--- src/rtl/sram_seq_pkg.sv ---
package sram_seq_pkg;

    typedef enum logic [2:0] {
        ST_IDLE,
        ST_READ_WAIT,
        ST_WRITE_SETUP,
        ST_WRITE_PULSE,
        ST_WRITE_HOLD,
        ST_TURNAROUND
    } seq_state_e;

    // Nanoseconds to whole cycles, rounding up; never below one cycle.
    function automatic int ns_to_cyc(input int t_ns, input int clk_ns);
        int c;
        c = (t_ns + clk_ns - 1) / clk_ns;
        return (c < 1) ? 1 : c;
    endfunction

    function automatic int max3(input int a, input int b, input int c);
        int m;
        m = (a > b) ? a : b;
        return (m > c) ? m : c;
    endfunction

endpackage

--- src/rtl/sram_seq_timer.sv ---
// Loadable down counter that stops at zero.
module sram_seq_timer #(
    parameter int CNT_W = 4
) (
    input  logic             clk,
    input  logic             rst,
    input  logic             load,
    input  logic [CNT_W-1:0] load_val,
    output logic [CNT_W-1:0] count,
    output logic             zero
);
    always_ff @(posedge clk) begin
        if (rst)
            count <= '0;
        else if (load)
            count <= load_val;
        else if (count != '0)
            count <= count - 1'b1;
    end

    assign zero = (count == '0);
endmodule

--- src/rtl/sram_seq_datapath.sv ---
// Request registers and read-result capture.
module sram_seq_datapath #(
    parameter int ADDR_W = 19,
    parameter int DATA_W = 8
) (
    input  logic              clk,
    input  logic              rst,
    input  logic              accept,
    input  logic [ADDR_W-1:0] req_addr,
    input  logic [DATA_W-1:0] req_wdata,
    input  logic              capture,
    input  logic [DATA_W-1:0] bus_in,
    output logic [ADDR_W-1:0] addr_q,
    output logic [DATA_W-1:0] wdata_q,
    output logic [DATA_W-1:0] rd_data,
    output logic              rd_valid
);
    always_ff @(posedge clk) begin
        if (rst) begin
            addr_q   <= '0;
            wdata_q  <= '0;
            rd_data  <= '0;
            rd_valid <= 1'b0;
        end else begin
            rd_valid <= capture;
            if (accept) begin
                addr_q  <= req_addr;
                wdata_q <= req_wdata;
            end
            if (capture)
                rd_data <= bus_in;
        end
    end
endmodule

--- src/rtl/sram_seq_ctrl.sv ---
module sram_seq_ctrl
    import sram_seq_pkg::*;
#(
    parameter int CLK_NS = 8,
    parameter int T_RC   = 45,
    parameter int T_WP   = 35,
    parameter int T_DW   = 20,
    parameter int T_TURN = 15,
    parameter int ADDR_W = 19,
    parameter int DATA_W = 8
) (
    input  logic              clk,
    input  logic              rst,
    input  logic              req_valid,
    output logic              req_ready,
    input  logic              req_write,
    input  logic [ADDR_W-1:0] req_addr,
    input  logic [DATA_W-1:0] req_wdata,
    output logic              rd_valid,
    output logic [DATA_W-1:0] rd_data,
    output logic [ADDR_W-1:0] sram_addr,
    output logic              sram_ce_n,
    output logic              sram_oe_n,
    output logic              sram_we_n,
    output logic [DATA_W-1:0] sram_dq_out,
    input  logic [DATA_W-1:0] sram_dq_in,
    output logic              sram_dq_oe
);
    localparam int RC_CYC   = ns_to_cyc(T_RC, CLK_NS);
    localparam int WP_CYC   = max3(ns_to_cyc(T_WP, CLK_NS), ns_to_cyc(T_DW, CLK_NS), RC_CYC - 2);
    localparam int TURN_CYC = ns_to_cyc(T_TURN, CLK_NS);
    localparam int CNT_W    = $clog2(max3(RC_CYC, WP_CYC, TURN_CYC) + 1);

    seq_state_e state, state_nx;

    logic             accept;
    logic             acc_load, acc_zero;
    logic [CNT_W-1:0] acc_val, acc_cnt;
    logic             turn_load, turn_zero, turn_clear;
    logic [CNT_W-1:0] turn_cnt;
    logic             read_done;

    assign accept    = req_valid && req_ready;
    assign read_done = (state == ST_READ_WAIT) && acc_zero;
    // Gap is over once at most one more high-OE cycle is owed (the current one counts).
    assign turn_clear = turn_zero || (turn_cnt == CNT_W'(1));

    // Access window timer: read window or write strobe width.
    assign acc_load = (accept && !req_write) || (state == ST_WRITE_SETUP);
    assign acc_val  = (state == ST_WRITE_SETUP) ? CNT_W'(WP_CYC - 1) : CNT_W'(RC_CYC - 1);

    sram_seq_timer #(.CNT_W(CNT_W)) u_acc_tmr (
        .clk      (clk),
        .rst      (rst),
        .load     (acc_load),
        .load_val (acc_val),
        .count    (acc_cnt),
        .zero     (acc_zero)
    );

    // Bus release gap, started as a read window closes.
    assign turn_load = read_done;

    sram_seq_timer #(.CNT_W(CNT_W)) u_turn_tmr (
        .clk      (clk),
        .rst      (rst),
        .load     (turn_load),
        .load_val (CNT_W'(TURN_CYC)),
        .count    (turn_cnt),
        .zero     (turn_zero)
    );

    sram_seq_datapath #(.ADDR_W(ADDR_W), .DATA_W(DATA_W)) u_dp (
        .clk       (clk),
        .rst       (rst),
        .accept    (accept),
        .req_addr  (req_addr),
        .req_wdata (req_wdata),
        .capture   (read_done),
        .bus_in    (sram_dq_in),
        .addr_q    (sram_addr),
        .wdata_q   (sram_dq_out),
        .rd_data   (rd_data),
        .rd_valid  (rd_valid)
    );

    // State register
    always_ff @(posedge clk) begin
        if (rst)
            state <= ST_IDLE;
        else
            state <= state_nx;
    end

    // Transitions
    always_comb begin
        state_nx = state;
        unique case (state)
            ST_IDLE: begin
                if (accept) begin
                    if (!req_write)
                        state_nx = ST_READ_WAIT;
                    else if (turn_clear)
                        state_nx = ST_WRITE_SETUP;
                    else
                        state_nx = ST_TURNAROUND;
                end
            end
            ST_READ_WAIT:   if (acc_zero) state_nx = ST_IDLE;
            ST_TURNAROUND:  if (turn_clear) state_nx = ST_WRITE_SETUP;
            ST_WRITE_SETUP: state_nx = ST_WRITE_PULSE;
            ST_WRITE_PULSE: if (acc_zero) state_nx = ST_WRITE_HOLD;
            ST_WRITE_HOLD:  state_nx = ST_IDLE;
            default:        state_nx = ST_IDLE;
        endcase
    end

    // Strobes and drive enable, decoded from the state
    always_comb begin
        req_ready  = 1'b0;
        sram_ce_n  = 1'b1;
        sram_oe_n  = 1'b1;
        sram_we_n  = 1'b1;
        sram_dq_oe = 1'b0;
        unique case (state)
            ST_IDLE:        req_ready = 1'b1;
            ST_READ_WAIT: begin
                sram_ce_n = 1'b0;
                sram_oe_n = 1'b0;
            end
            ST_TURNAROUND:  ;
            ST_WRITE_SETUP: begin
                sram_ce_n  = 1'b0;
                sram_dq_oe = 1'b1;
            end
            ST_WRITE_PULSE: begin
                sram_ce_n  = 1'b0;
                sram_we_n  = 1'b0;
                sram_dq_oe = 1'b1;
            end
            ST_WRITE_HOLD: begin
                sram_ce_n  = 1'b0;
                sram_dq_oe = 1'b1;
            end
            default: ;
        endcase
    end

    logic unused_ok;
    assign unused_ok = ^acc_cnt;
endmodule

--- config.mk ---
export PLATFORM = sky130hd
export DESIGN_NAME = sram_seq_ctrl
export DESIGN_NICKNAME = d
export VERILOG_FILES = /design/src/rtl/sram_seq_pkg.sv /design/src/rtl/sram_seq_timer.sv /design/src/rtl/sram_seq_datapath.sv /design/src/rtl/sram_seq_ctrl.sv
export SDC_FILE = /design/constraint.sdc
export NUM_CORES = 1
export LEC_CHECK = 0
export BUFFER_PORTS_ARGS = -buffer_cell sky130_fd_sc_hd__buf_2
export CAP_MARGIN = 30
export CORE_ASPECT_RATIO = 1.25
export CORE_UTILIZATION = 46
export CTS_CLUSTER_SIZE = 10
export DETAILED_ROUTE_END_ITERATION = 12
export GPL_TIMING_DRIVEN = 0
export PLACE_DENSITY = 0.79
export SYNTH_ARGS = -nofsm -noshare
export SYNTH_HDL_FRONTEND = slang
export SYNTH_SLANG_ARGS = --single-unit
--- constraint.sdc ---
create_clock -name clk -period 1.8 [get_ports clk]
set_input_delay 0.09 -clock clk [delete_from_list [all_inputs] [get_ports clk]]
set_output_delay 0.09 -clock clk [all_outputs]
set_load 0.02 [all_outputs]
# ---- Yosys cells after proc, flatten, opt, wreduce, memory -nomap -nowiden
# Cells that the tools add are included.
dict set report word_totals {
  input_bits 39
  regBits 45
  word_cells 54
  out_inout_bits 41
}
dict set report op_classes {
  add_sub_neg 2
  n_mux 17
  n_reduce_logical 17
  n_eq_ne 10
}
# operator n
set op_table {}
lappend op_table {{$mux 3} 8}
lappend op_table {{$pmux 3 s5} 1}
lappend op_table {{$logic_not 3->1} 3}
lappend op_table {{$ne 2x2->1 const B} 4}
lappend op_table {{$eq 3x1->1 const B} 2}
lappend op_table {{$eq 3x2->1 const B} 2}
lappend op_table {{$eq 3x3->1 const B} 2}
lappend op_table {{$mux 1} 6}
lappend op_table {{$reduce_bool 3->1} 2}
lappend op_table {{$sub 3x1->3 const B} 2}
lappend op_table {{$mux 2} 2}
lappend op_table {{$reduce_and 4->1} 1}
lappend op_table {{$reduce_bool 2->1} 2}
lappend op_table {{$reduce_or 4->1} 1}
lappend op_table {{$logic_and 1x1->1} 3}
lappend op_table {{$reduce_or 3->1} 1}
lappend op_table {{$logic_or 1x1->1} 2}
lappend op_table {{$reduce_or 2->1} 1}
lappend op_table {{$logic_not 1->1} 1}

# ---- Logic depth before layout (Yosys ltp)
# Gate-level depths: netlist (run 1).
dict set report logic_depth {
  ltp_word 6
  ltp_mapped 7
  mapped_depth_nobuf 6
}

# ---- Cells and area by module
# From an unflattened synthesis (run 1), not the netlist that was laid out.
dict set report unflattened {
  cells_unflattened 202
  hier_area_um2 2011.9
}
# module area_each_um2 seq_area_each_um2 n_inst cells_each
set by_module_without_submodules {}
lappend by_module_without_submodules {sram_seq_datapath 1287.5 720.7 1 115}
lappend by_module_without_submodules {sram_seq_timer 206.4 60.1 2 22}
lappend by_module_without_submodules {sram_seq_ctrl 311.5 60.1 1 43}

# ---- Worst setup path after synthesis (run 1)
# Ideal clock, no wire load.
dict set report synth_timing {
  path_type {register to register}
  from {register u_acc_tmr.count[0]}
  to {register state[0]}
  arrival_ns 1.422
  stages_incl_launch_ff 8
  slack_ns 0.308
  required_time_ns 1.730
  path_buffers 1
  synth_period_minus_slack_ns 1.492
  path_cell_list {dfxtp_1 inv_1 ha_1 nor2b_1 buf_4 o2bb2ai_2 or4_1 a21oi_1}
}
dict set report synth_between {
  elab_chain_len 3
  word_cells_on_any_way 4
}
# item line
set synth_rtl {}
lappend synth_rtl {{start: declaration} sram_seq_timer.sv:9} ;# output logic [CNT_W-1:0] count,
lappend synth_rtl {{start signal: assignment} sram_seq_timer.sv:16} ;# count <= load_val;
lappend synth_rtl {{start signal: assignment} sram_seq_timer.sv:18} ;# count <= count - 1'b1;
lappend synth_rtl {{$logic_not 3->1 (*)} sram_seq_timer.sv:21} ;# assign zero = (count == '0);
lappend synth_rtl {{$ne 2x2->1 (no source line)} -}
lappend synth_rtl {{$reduce_and 4->1 (no source line) (*)} -}
lappend synth_rtl {{end signal: assignment} sram_seq_ctrl.sv:92} ;# state <= state_nx;
lappend synth_rtl {{end: declaration} sram_seq_ctrl.sv:34} ;# seq_state_e state, state_nx;
# Mark *: on every way between the ends. The rest lies on a longest branch, timed or not.
# A chain may end at the register's enable or synchronous reset.

# ---- Final worst setup path (run 1)
# Ends and elaborated chain as after synthesis.

==> metrics.md, run 1 <==
| Metric | Value |
|---|---|
| Number of I/O port buffers | 78 |
| Hold Path Class | input port to flop |
| Top cells by area, synth | dfxtp_1, nand2_1, a21oi_1, a22o_1, buf_4 |
| Max-Cap Viols | 0 |
| Crit. End Element | flop |
| Mean area per synthesized cell | 8.74 sq um |
| First-pass GRT wire length | 6210 um |
| Vias in the first global route | between 1000 and 1500 |
| Antenna fix cells | 0 |
| Initial antenna violation count | 0 |
| Sw frac | 36.4% |
| Post-CTS Setup Bufs | 0 |
| Clock transition at the registers of the reported paths | 0.08 ns |
| Slew Limit Headroom | around two thirds |
| Core region area | 0.00357 sq mm |
| Leak | 1.11 nW |
| Critical Path Fanout Max | 8 |
| Max clock buf depth | 2 |
| Avg WL per Cell | 11.7 um |
| CP Cell Sequence | inv_1 -> ha_1 -> nor2b_1 -> buf_4 -> o2bb2ai_2 -> or4_1 -> a21oi_1 |
| Clock Power Share | between 20% and 30% |
| RSZ-0062 raised after global routing | no |
| Resized Gates After CTS | 0 |
| Switching power | 0.00110 W |
| I/O pin total | 80 |
| Most common cell in the netlist | nand2_1 |
| Worst path slowest cell | or4_1 |
| CTS tree | done |
| Pin count of the biggest net entering global routing | 15 |
| Async set-reset flop share out of synthesis | 0% |
| Hold-fix buffer count after cts | 5 |
| Busiest grt layer | met2 |
| Initial DRC count | 76 |
| Remaining Overflow, GRT | 0 |
| Post-Syn Area | 0.00177 sq mm |
| Setup Slack @ Placement | slightly below 0.2 ns |
| Worst slew pin tran | 0.508 ns |
| Yosys cell types | 37 |
| Power density cells | 1280 mW/mm^2 |
| Gate Count Post-Synth | 202 |
| Synth area leader | dfxtp_1 |
| Comb pwr share | 37.8% |
| DRC viols | 5 |
| Total Routing Usage GR | 19.7% |
| Total Nets Final | ~330 |
| Drt total wl | 3880 um |
| Fin Hold WS | about 0.0086 ns |
| Vias per cell | 4.93 |
| Failing checks | DRC |
| Slowest stage delay, CP | 0.46 ns |
| Layout cells sized above 1 | 34.4% |
| GPL Wtd Cong | 0.785 |
| Initial core utilization | 49.4% |
| Routing usage on met3 | 5.05% |
| Final antenna-violating net count | 0 |
| Status | finished with violations |
| WP buf/inv | 2 |
| Worst VDD drop | 0.000616 V |
| Final setup vio count | 0 |
| Chip Width | about 57 um |
| Rows | 24 |
| Internal | 0.00192 W |
| Tcrit/Tclk final | 91.1% |
| Seq pwr share | 40.9% |
| Final max-slew violation count | 0 |
| TritonCTS buffer count | 5 |
| Clock Tree Root | clkbuf_8 |
| WS Path Type | flop to flop |
| Area grow syn2layout | 33.7% |
| Clock Latency Late Sink | 0.30 ns |
| Startpoint types | flop |
| Final Critical Period | 1.64 ns |
| Top_reg_cell synth | dfxtp_1 |
| M1 GR Usage | 23.2% |
| Post-synth top cells | nand2_1, dfxtp_1, a21oi_1, a22o_1 |
| Die ar. | 0.00409 sq mm |
| Sequential area share after synthesis | 51.0% |
| Ys Warns | 0 |
| Share of the synthesized area in the top cell type | 51.0% |
| Register bit total from synthesis | 45 |
| Setup_tns | 0 ns |
| DR pass1 iterations | 8 |
| Post-synth EDFFs | 0 |
| Clock Sinks | 45 |
| Critical Path AT | 1.87 ns |
| H-tree lvl count | 2 |
| Max Clk Rate | 0.610 GHz |
| Vias | 1642 |
| Chip height | slightly above 70 um |
| Syn nets | 243 |
| Final core utilization | about 66% |
| HPWL Detailed | 2700 um |
| CP required | 2.03 ns |
| Worst Skew | 0.00836 ns |
| Overall power | between 0.003 and 0.004 W |
| Endpoints failing hold | 0 |
| Routing usage on met2 | 33.9% |
| Worst Slack Setup Final | ~0.16 ns |
| Top delay family on crit path | simple AND/OR/NAND/NOR gates |
==> cells by family after synthesis <==
family                     synth area share [%]
buffers and inverters                      5.39
DFF                                        51.0
adders and majority gates                  1.42
muxes                                     0.567
xor gates and xnor gates                  0.496
AOI/OAI and AO/OA                          18.5
and+or+nand+nor                            22.6
==> worst reg2reg max path: stages, from the launching register on <==
cell and delay (ns):
dfxtp_1 0.31, inv_1 0.11, ha_1 0.17, nor2b_1 0.13
buf_4 0.18, o2bb2ai_2 0.07, or4_1 0.46, a21oi_1 0.13
==> layout make-up <==
class                           count  area (sq um)
Buffer                             13          80.1
Clock buffer                        6          82.6
Clock inverter                      2          13.8
Fill cell                         322          1210
Inverter                            4          15.0
Multi-Input combinational cell    140           769
Sequential cell                    45           901
Tap cell                           39          48.8
Timing Repair Buffer               84           450
==> placed cells by master, fill, tap and decap left out, types with 2 or more instances in the layout <==
cell,Yosys,layout
buf_2,1,79
nand2_1,62,62
dfxtp_1,45,45
a21oi_1,29,29
a22o_1,8,8
nor2_1,6,6
clkbuf_1,6,6
clkbuf_8,0,6
dlygate4sd3_1,0,6
inv_1,4,4
buf_4,4,4
buf_6,2,2
nor2b_1,2,2
a21o_1,2,2
a31oi_1,2,2
a2bb2oi_1,2,2
nor2_4,2,2
nand2b_1,2,2
o21ai_0,2,2
ha_1,2,2
==> sequential cells by signal (all words and copies together), names as in the netlist <==
name,flops
u_dp.addr_q,19
u_dp.rd_data,8
u_dp.wdata_q,8
state,3
u_acc_tmr.count,3
u_turn_tmr.count,3
u_dp.rd_valid,1
==> through the flow <==
stage	std cells	instance area, sq um
final	333	2360
after global routing	333	2360
after global placement	319	2200
after CTS	332	2350
after detailed placement	319	2200
after floorplan	202	1770
==> routing by layer <==
metal	share of wire, %	up-vias
li1	-	860
met1	44	715
met2	48	63
met3	6.4	4
met4	1.4	0
met5	0	-
==> power by group through the flow <==
| stage | logic [W] | clock network (W) | registers (W) |
|---|---|---|---|
| final | 0.00114 | 0.000640 | 0.00123 |
| after CTS | 0.00114 | 0.000661 | 0.00123 |
| after detailed placement | 0.00113 | 0 | 0.00125 |
| after floorplan | 0.000692 | 0 | 0.00139 |
| after global placement | 0.00111 | 0 | 0.00125 |
| after global routing | 0.00126 | 0.000699 | 0.00126 |
==> final timing paths <==
| path | start | to | slack [ns] | cells after the start |
|---|---|---|---|---|
| worst min-delay path | sram_dq_in[7] | u_dp.rd_data[7] | 0.009 | 2 |
| worst max register to register | u_acc_tmr.count[0] | state[0] | 0.16 | 7 |
| worst max-delay path | u_acc_tmr.count[0] | state[0] | 0.16 | 7 |
| worst min register to register | u_dp.addr_q[13] | u_dp.addr_q[13] | 0.45 | 2 |
(Power assumes the default switching activity.)
==> inputs of run 2 (changes only) <==
Settings changed: CORE_UTILIZATION 46 to 49, PLACE_DENSITY 0.79 to 0.83.
Clock period 1.8 ns to 2.04 ns, I/O delays scaled along.
==> run 2 against run 1 <==
Compared with the run above: the run now ends clean; highest routed layer unchanged; cell area shrank 1.9%; count of clock-buffer cells in the layout did not move; routed wire length decreased by 5.8%; non-clock buffer count is 6 lower.
==> metrics.md, run 2 (same netlist as run 1, synthesis figures left out) <==
| Metric | Value |
|---|---|
| Status | complete, no violations |
| Clock Power Share | 24.2% (+3.0 points) |
| Power density cells | 1180 mW/mm^2 (-7.4%) |
| Storage cell area | 901 sq um (unchanged) |
| Setup_tns | 0 ns (unchanged) |
| Post-DP Area | 0.00220 sq mm (unchanged) |
| Worst path slowest cell | or4_1 |
| Number of I/O port buffers | 78 (unchanged) |
| Slowest stage delay, CP | 0.46 ns (about the same) |
| DR pass1 iterations | 5 (-3) |
| Max Clk Rate | 0.605 GHz (-0.72%) |
| Worst slew pin tran | 0.562 ns (+0.0539 ns) |
| WP buf/inv | 2 (unchanged) |
| Setup Slack @ Placement | 0.404 ns (+0.207 ns) |
| Startpoint types | flop |
| Final max-slew violation count | 0 (unchanged) |
| Hold-fix buffer count after cts | 0 (-5) |
| Finished layout cell area | 0.00232 sq mm (-1.9%) |
| WS Path Type | flop to flop |
| Rows | 24 (unchanged) |
| Final setup vio count | 0 (unchanged) |
| CP required | 2.26 ns (+0.23 ns) |
| Initial DRC count | 63 (-17%) |
| CTS tree | done |
| Post-CTS Setup Bufs | 0 (unchanged) |
| Final antenna-violating net count | 0 (unchanged) |
| Final Critical Period | 1.65 ns (+0.0119 ns) |
| Layout cells sized above 1 | 34.7% (+0.37 points) |
| Avg WL per Cell | 11.2 um (-4.1%) |
| Total Routing Usage GR | 20.1% (+0.37 points) |
| Most frequent cells in the layout | buf_2, nand2_1, dfxtp_1, a21oi_1, a22o_1 |
| Chip Width | 55.7 um (-3.0%) |
| Die ar. | 0.00385 sq mm (-5.9%) |
| Critical Path AT | 1.88 ns (about the same) |
| I/O pin total | 80 (unchanged) |
| Endpoints failing hold | 0 (unchanged) |
| Slew Limit Headroom | 62.5% (-3.6 points) |
| Worst Slack Setup Final | 0.387 ns (+0.228 ns) |
| Top delay family on crit path | simple AND/OR/NAND/NOR gates |
| Worst VDD drop | 0.000923 V (+50%) |
| Vias per cell | 4.98 (+1.0%) |
| HPWL Detailed | 2700 um (about the same) |
| Initial core utilization | 51.1% (+1.7 points) |
| Antenna fix cells | 0 (unchanged) |
| Fillers | 282 (-12%) |
| Tcrit/Tclk final | 81.0% (-10 points) |
| Leak | 1.09 nW (-1.9%) |
| Top reg by flops | u_dp.addr_q |
| Clock Latency Late Sink | 0.30 ns (about the same) |
| Resized Gates After CTS | 0 (unchanged) |
| Max clock buf depth | 2 (unchanged) |
| CP Cell Sequence | inv_1 -> ha_1 -> nor2b_1 -> buf_4 -> o2bb2ai_2 -> or4_1 -> a21oi_1 |
| Worst Skew | 0.00848 ns (+0.000114 ns) |
| TritonCTS buffer count | 5 (unchanged) |
| Comb pwr share | 36.1% (-1.7 points) |
| Most common cell after layout, fill and taps aside | buf_2 |
| First-pass GRT wire length | 6200 um (-0.23%) |
| Top Registers | u_dp.addr_q x19, u_dp.rd_data x8, u_dp.wdata_q x8 |
| Area grow syn2layout | 31.2% |
| Core region area | 0.00345 sq mm (-3.4%) |
| Final core utilization | 67.1% (+0.99 points) |
| Clock Tree Root | clkbuf_8 |
| Fin Hold WS | 0.00575 ns (-0.00287 ns) |
| Footprint of the multi-input gates | 769 sq um (unchanged) |
| Clock Sinks | 45 (unchanged) |
| Initial antenna violation count | 0 (unchanged) |
| Crit. End Element | flop |
| Max-Cap Viols | 0 (unchanged) |
| Vias in the first global route | 1475 (+1.5%) |
| GPL Wtd Cong | 0.795 (+1.2%) |
| Switching power | 0.000962 W (-12%) |
| Internal | 0.00178 W (-7.3%) |
| Clock transition at the registers of the reported paths | 0.08 ns (about the same) |
| Critical Path Fanout Max | 8 (unchanged) |
| DRC viols | 0 (-5) |
| Sw frac | 35.1% (-1.3 points) |
| Vias | 1629 (-0.79%) |
| Seq pwr share | 39.7% (-1.2 points) |
| Remaining Overflow, GRT | 0 (unchanged) |
| Chip height | 69.1 um (-3.0%) |
| RSZ-0062 raised after global routing | no |
| Largest register FFs | 19 (unchanged) |
| Pin count of the biggest net entering global routing | 15 (unchanged) |
| H-tree lvl count | 2 (unchanged) |
| Total Nets Final | 328 (-1.8%) |
| Hold Path Class | input port to flop |
| Drt total wl | 3660 um (-5.8%) |
-- run 2: cell count changes in the layout (fill, tap and decap cells not counted), sizes merged --
cell,change
dlygate4sd3,-6
bufinv,+1
clkinv,-1
-- run 2: path summary, 6_finish.rpt --
kind              cells after the start  slack, ns               to               start
hold / removal                        2      0.006  u_dp.rd_data[2]       sram_dq_in[2]
hold reg to reg                       2       0.45  u_dp.wdata_q[2]     u_dp.wdata_q[2]
setup reg to reg                      7       0.39         state[0]  u_acc_tmr.count[0]
setup / recovery                      7       0.39         state[0]  u_acc_tmr.count[0]
-- run 2: power groups by stage --
stage | Combinational, W | Sequential [W] | Clock (W)
finish | 0.000990 | 0.00109 | 0.000663
CTS | 0.000997 | 0.00109 | 0.000675
detailed placement | 0.000995 | 0.00111 | 0
global route | 0.00110 | 0.00110 | 0.000706
floorplan | 0.000610 | 0.00122 | 0
global placement | 0.000980 | 0.00110 | 0
-- run 2: cell type report --
| cell class | instances | area share, % |
|---|---|---|
| plain buffers | 13 | 3.46 |
| clock buffers | 6 | 3.13 |
| clock inverters | 2 | 1.67 |
| inverters | 4 | 0.648 |
| multi-input cells | 140 | 33.2 |
| flip-flops and latches | 45 | 38.9 |
| well taps | 39 | 2.11 |
| repair buffers | 78 | 16.9 |
-- run 2: worst reg2reg max path, stage by stage, from the launching register on --
cell and delay (ns):
dfxtp_1 0.30, inv_1 0.11, ha_1 0.17, nor2b_1 0.13
buf_4 0.18, o2bb2ai_2 0.08, or4_1 0.46, a21oi_1 0.14
-- run 2: metrics by stage --
step,cells,power (W)
6_report,327,0.00274
5_1_grt,327,0.00291
4_1_cts,327,0.00276
3_5_place_dp,319,0.00210
3_3_place_gp,319,0.00208
2_1_floorplan,202,0.00183
-- run 2: layer usage --
metal	global-route usage (%)	share of wire, %	vias up	wire [um]
met3	4.32	6.4	10	234
met4	11.1	2.2	0	82
met5	0	0	-	0
met1	23.5	44	704	1610
li1	-	-	851	-
met2	33.7	47	64	1730
